### src/rtl/tti_pkg.sv
package tti_pkg;
   localparam int EVT_N  = 6;
   localparam int ADDR_W = 3;

   // status bit positions
   localparam int B_HOT   = 0;
   localparam int B_COLD  = 1;
   localparam int B_UPPER = 2;
   localparam int B_LOWER = 3;
   localparam int B_NOHOT = 4;
   localparam int B_N2H   = 5;

   typedef enum logic [ADDR_W-1:0] {
      A_ENABLE = 3'd0,
      A_CLEAR  = 3'd1,
      A_HOT    = 3'd2,
      A_N2H    = 3'd3,
      A_COLD   = 3'd4,
      A_UPPER  = 3'd5,
      A_LOWER  = 3'd6
   } reg_addr_e;
endpackage

### src/rtl/tti_regs.sv
module tti_regs
   import tti_pkg::*;
#(
   parameter int DATA_W = 12
) (
   input  logic                clk,
   input  logic                rst_n,
   input  logic                wr_en,
   input  logic [ADDR_W-1:0]   wr_addr,
   input  logic [DATA_W-1:0]   wr_data,
   output logic [EVT_N-1:0]    en_q,
   output logic [EVT_N-1:0]    clr_vec,
   output logic [DATA_W-1:0]   hot_q,
   output logic [DATA_W-1:0]   n2h_q,
   output logic [DATA_W-1:0]   cold_q,
   output logic [DATA_W-1:0]   upper_q,
   output logic [DATA_W-1:0]   lower_q
);
   localparam logic [DATA_W-1:0] T_MAX = '1;
   localparam logic [DATA_W-1:0] T_MIN = '0;

   always_ff @(posedge clk or negedge rst_n) begin
      if (!rst_n) begin
         en_q    <= '0;
         hot_q   <= T_MAX;
         n2h_q   <= T_MIN;
         cold_q  <= T_MIN;
         upper_q <= T_MAX;
         lower_q <= T_MIN;
      end else if (wr_en) begin
         case (wr_addr)
            A_ENABLE: en_q    <= wr_data[EVT_N-1:0];
            A_HOT:    hot_q   <= wr_data;
            A_N2H:    n2h_q   <= wr_data;
            A_COLD:   cold_q  <= wr_data;
            A_UPPER:  upper_q <= wr_data;
            A_LOWER:  lower_q <= wr_data;
            default: ;
         endcase
      end
   end

   always_comb begin
      clr_vec = '0;
      if (wr_en && wr_addr == A_CLEAR) clr_vec = wr_data[EVT_N-1:0];
   end
endmodule

### src/rtl/tti_compare.sv
module tti_compare
   import tti_pkg::*;
#(
   parameter int DATA_W = 12
) (
   input  logic               clk,
   input  logic               rst_n,
   input  logic               smp_valid,
   input  logic [DATA_W-1:0]  smp_data,
   input  logic [DATA_W-1:0]  hot_q,
   input  logic [DATA_W-1:0]  n2h_q,
   input  logic [DATA_W-1:0]  cold_q,
   input  logic [DATA_W-1:0]  upper_q,
   input  logic [DATA_W-1:0]  lower_q,
   output logic [EVT_N-1:0]   set_vec
);
   logic [DATA_W-1:0] eff_n2h;
   logic [DATA_W-1:0] trig_lvl;
   logic              above;
   logic              was_above;

   always_comb begin
      eff_n2h  = (n2h_q == '0) ? cold_q : n2h_q;
      trig_lvl = (hot_q > eff_n2h) ? hot_q : eff_n2h;
      above    = smp_data > trig_lvl;
   end

   always_ff @(posedge clk or negedge rst_n) begin
      if (!rst_n)         was_above <= 1'b0;
      else if (smp_valid) was_above <= above;
   end

   always_comb begin
      set_vec          = '0;
      set_vec[B_HOT]   = smp_valid && above;
      set_vec[B_N2H]   = smp_valid && above;
      set_vec[B_COLD]  = smp_valid && (smp_data < cold_q);
      set_vec[B_UPPER] = smp_valid && (smp_data > upper_q);
      set_vec[B_LOWER] = smp_valid && (smp_data < lower_q);
      set_vec[B_NOHOT] = smp_valid && !above && was_above;
   end
endmodule

### src/rtl/tti_status.sv
module tti_status
   import tti_pkg::*;
#(
   parameter int REG_IRQ = 0
) (
   input  logic              clk,
   input  logic              rst_n,
   input  logic [EVT_N-1:0]  set_vec,
   input  logic [EVT_N-1:0]  clr_vec,
   input  logic [EVT_N-1:0]  en_q,
   output logic [EVT_N-1:0]  status,
   output logic              irq
);
   for (genvar b = 0; b < EVT_N; b++) begin : g_bit
      always_ff @(posedge clk or negedge rst_n) begin
         if (!rst_n)          status[b] <= 1'b0;
         else if (set_vec[b]) status[b] <= 1'b1;
         else if (clr_vec[b]) status[b] <= 1'b0;
      end
   end

   logic irq_c;
   assign irq_c = |(status & en_q);

   if (REG_IRQ != 0) begin : g_irq_reg
      logic irq_q;
      always_ff @(posedge clk or negedge rst_n) begin
         if (!rst_n) irq_q <= 1'b0;
         else        irq_q <= irq_c;
      end
      assign irq = irq_q;
   end else begin : g_irq_comb
      assign irq = irq_c;
   end
endmodule

### src/rtl/temp_thresh_irq.sv
module temp_thresh_irq
   import tti_pkg::*;
#(
   parameter int DATA_W  = 12,
   parameter int REG_IRQ = 0
) (
   input  logic               clk,
   input  logic               rst_n,
   input  logic               smp_valid,
   input  logic [DATA_W-1:0]  smp_data,
   input  logic               wr_en,
   input  logic [2:0]         wr_addr,
   input  logic [DATA_W-1:0]  wr_data,
   output logic [5:0]         status,
   output logic               irq
);
   if (DATA_W < EVT_N || DATA_W > 32) begin : g_bad_width
      $error("temp_thresh_irq: DATA_W must lie in 6..32");
   end
   if (REG_IRQ != 0 && REG_IRQ != 1) begin : g_bad_opt
      $error("temp_thresh_irq: REG_IRQ must be 0 or 1");
   end

   logic [EVT_N-1:0]  en_q, clr_vec, set_vec;
   logic [DATA_W-1:0] hot_q, n2h_q, cold_q, upper_q, lower_q;

   tti_regs #(.DATA_W(DATA_W)) u_regs (
      .clk(clk), .rst_n(rst_n), .wr_en(wr_en), .wr_addr(wr_addr),
      .wr_data(wr_data), .en_q(en_q), .clr_vec(clr_vec),
      .hot_q(hot_q), .n2h_q(n2h_q), .cold_q(cold_q),
      .upper_q(upper_q), .lower_q(lower_q)
   );

   tti_compare #(.DATA_W(DATA_W)) u_cmp (
      .clk(clk), .rst_n(rst_n), .smp_valid(smp_valid), .smp_data(smp_data),
      .hot_q(hot_q), .n2h_q(n2h_q), .cold_q(cold_q),
      .upper_q(upper_q), .lower_q(lower_q), .set_vec(set_vec)
   );

   tti_status #(.REG_IRQ(REG_IRQ)) u_sts (
      .clk(clk), .rst_n(rst_n), .set_vec(set_vec), .clr_vec(clr_vec),
      .en_q(en_q), .status(status), .irq(irq)
   );
endmodule

### config.mk
export PLATFORM = sky130hd
export DESIGN_NAME = temp_thresh_irq
export DESIGN_NICKNAME = d
export VERILOG_FILES = /design/src/rtl/tti_pkg.sv /design/src/rtl/tti_regs.sv /design/src/rtl/tti_compare.sv /design/src/rtl/tti_status.sv /design/src/rtl/temp_thresh_irq.sv
export SDC_FILE = /design/constraint.sdc
export NUM_CORES = 1
export LEC_CHECK = 0
export CELL_PAD_IN_SITES_DETAIL_PLACEMENT = 0
export CELL_PAD_IN_SITES_GLOBAL_PLACEMENT = 1
export CORE_ASPECT_RATIO = 1.2
export CORE_MARGIN = 8
export CORE_UTILIZATION = 30
export CTS_CLUSTER_DIAMETER = 120
export DETAILED_ROUTE_END_ITERATION = 8
export DONT_BUFFER_PORTS = 1
export PLACE_DENSITY = 0.62
export SETUP_SLACK_MARGIN = 0.2
export SYNTH_ARGS = -nofsm -noshare
export SYNTH_HDL_FRONTEND = slang
export SYNTH_SLANG_ARGS = --single-unit
### constraint.sdc
create_clock -name clk -period 8.85 [get_ports clk]
set_clock_uncertainty 0.1 [all_clocks]
set_input_delay 0.4425 -clock clk [delete_from_list [all_inputs] [get_ports clk]]
set_output_delay 0.4425 -clock clk [all_outputs]
set_load 0.01 [all_outputs]
==> out/results.ini <==
[logic_synthesis]
synth_top_area_cell = dfrtp_1
yosysMostFrequentCell = ha_1
synth_cell_types = 41
synth-edff-count = 0
synth_warnings = 0
synthArstFlopShare_pct = 100
synth.yosys.seq_area_share_pct = 41.7
synthCells = 416
syn_avg_cell_area_um2 = 10.7
syn-num-nets = 505
synth_area_mm2 = 0.00445
synth.top_cell.area_share_pct = 27.5
synth.area.top_cells = dfrtp_1, ha_1, dfstp_2
synth-seq-cells = 73
ys.flop_type = dfrtp_1
synth_common_cells = ha_1, dfrtp_1, inv_1

[timing]
timing.final.ws_setup_ns = 3.86
period_share_pct = 56.4
rsz0062_at_grt = false
tightest_slew_ns = 1.20
finalSetupTns_ns = 0
hold_viol = 0
relSlewSlack_pct = 20.0
slew_violations = 0
finalSetupViolations = 0
min_period_ns = 4.99
max_freq_mhz = 200

[die]
dieArea_mm2 = 0.0190
initial_core_util_pct = 30.1
io_pins = 38
dieWidth_um = 127
die_y_um = 149
core_mm2 = 0.0148
rows = 49

[route]
vias = 3131
postRouteAntennaNets = 0
drt-total-wl_um = 11200
wl_per_cell_um = 17.8
drt-initial-drc-count = 194
firstDrtPassIters = 4
viasPerCell = 4.97
drc = 0

[critical_path]
critical_path_arrival_ns = 5.09
worstReg2RegEnd = u_cmp.was_above$_DFFE_PN0P_
cp-start-kind = flip-flop
criticalPathCategory = reg2reg
reg2reg_setup_slack_ns = 3.86
reg2reg_from = u_regs.n2h_q[9]$_DFFE_PN0P_
cp.required_ns = 8.95
crit_path_max_fanout = 12
rr_worst_depth = 15
end_kind = flip-flop

[placement]
post-place-ws_ns = 3.86
port_buffers = 0
place.gp.congestion = 0.820
post_dp_cell_area_mm2 = 0.00467
dp_hpwl_um = 8550

[layout]
stdcell_area_mm2 = 0.00500
utilization_pct = 33.9
antennaDiodeCount = 0
fin_nets = 510
drive_gt1_share_pct = 23.9
fill_cells = 1476
area_delta_synth_final_pct = 12.3

[power_and_ir_drop]
p_total_mw = 1.21
leakagePower_nw = 2.24
peakVddDrop_mv = 0.0877
power_density_mw_per_mm2 = 241

[clock_network]
clockBufferDepth = 2
clkTransAtPathRegs_ns = 0.06
root_buffer = clkbuf_16
post_cts_buffers = 0
cts.sinks = 73
htreeDepth = 3
numCtsBuffers = 9
cts_tree = done
clk_latency_ns = 0.35

[global_routing]
first_global_vias = 3284
antenna_found_initial = 0
grt_pass1_wl_um = 18100
globalRouteTotalUtil_pct = 12.7
grt.overflow.total = 0
grt_max_degree = 74

[min_path]
hold_depth = 1
min_from = smp_valid
min_path_type = in2reg
hold_end = u_cmp.was_above$_DFFE_PN0P_

[status]
status = finished, final reports clean

[flow_run]
cap_violations = 0

worst max path at each step:
stage / start / endpoint / slack [ns] / cells after the start
2_1_floorplan: u_regs.n2h_q[9]$_DFFE_PN0P_ / u_cmp.was_above$_DFFE_PN0P_ / 4.83 / 18
3_5_place_dp: u_regs.n2h_q[9]$_DFFE_PN0P_ / u_cmp.was_above$_DFFE_PN0P_ / 3.86 / 15
3_3_place_gp: u_regs.n2h_q[9]$_DFFE_PN0P_ / u_cmp.was_above$_DFFE_PN0P_ / 3.99 / 16
4_1_cts: u_regs.n2h_q[9]$_DFFE_PN0P_ / u_cmp.was_above$_DFFE_PN0P_ / 3.83 / 15
6_report: u_regs.n2h_q[9]$_DFFE_PN0P_ / u_cmp.was_above$_DFFE_PN0P_ / 3.86 / 15
5_1_grt: u_regs.n2h_q[9]$_DFFE_PN0P_ / u_cmp.was_above$_DFFE_PN0P_ / 3.29 / 16
metrics by stage:
step | cells | hold WS [ns]
after floorplan | 416 | 0.0469
after global placement | 612 | 0.0498
after detailed placement | 612 | 0.0500
after CTS | 630 | 0.0849
after global routing | 630 | 0.109
final | 630 | 0.0965
state kept, by name, indices dropped and copies added, names as in the netlist:
signal	cells
u_sts.status	6
u_regs.n2h_q	12
u_cmp.was_above	1
u_regs.cold_q	12
u_regs.lower_q	12
u_regs.hot_q	12
u_regs.en_q	6
u_regs.upper_q	12
cells in the final DEF (no fill, tap or decap), types with 3 or more instances in the layout:
cell,n
inv_1,49
mux2_4,10
a22oi_1,3
a21o_1,10
nand2_1,38
dfrtp_1,49
mux2_2,45
nand4b_1,3
a21oi_1,28
nand4_1,12
clkbuf_16,9
nor2_1,5
o21ai_0,27
nand3_1,5
nor2b_1,4
a211oi_1,5
dfstp_2,24
ha_1,58
o211ai_1,4
cells by family after synthesis:
family	count (synthesis)	share of synthesized area, %
AO/OA/AOI/OAI	90	12.4
AND/OR/NAND/NOR	82	9.69
flip-flops	73	41.7
buffers and inverters	58	5.22
adder cells (fa/ha/maj)	58	16.3
multiplexers	55	14.7
layout make-up:
type	instances	area [µm²]	area share, %
multi-input combinational	285	2360	47.3
sequential	73	1860	37.1
tap	204	255	5.10
clock buffer	11	243	4.85
inverter	49	184	3.68
clock inverter	5	55.1	1.10
timing repair buffer	3	45.0	0.900
where the power goes:
part	leakage, nW	internal (mW)	switching [mW]
Combinational	1.27	0.186	0.178
Clock	0.142	0.225	0.141
Sequential	0.827	0.424	0.0529
Total	2.24	0.834	0.372
layer usage:
metal	up-vias	wire [µm]	GRT usage (%)	part of all wire, %
met2	78	5380	21.0	48
li1	1499	-	-	-
met3	19	782	3.24	7.0
met1	1535	4740	14.8	42
met4	0	298	6.73	2.7
met5	-	0	0	0
timing repair:
item | CTS | global route
hold buffers | 2 | 0
gates resized for setup | 0 | 0
hold endpoints to repair | 73 | 0
worst max-delay path: stages (launching register included):
cell and delay, ns:
dfrtp_1 0.40, nor4_1 0.47, nand3_1 0.13, nor2_1 0.55
a21oi_1 0.22, ha_1 0.36, nand4_1 0.15, a211oi_1 0.24
o31a_2 0.46, mux2_2 0.40, ha_1 0.29, nor2b_1 0.13
o211ai_1 0.15, a211oi_1 0.11, o41ai_1 0.54, o21ai_0 0.16
No activity file was read; power rests on OpenSTA's default activity.
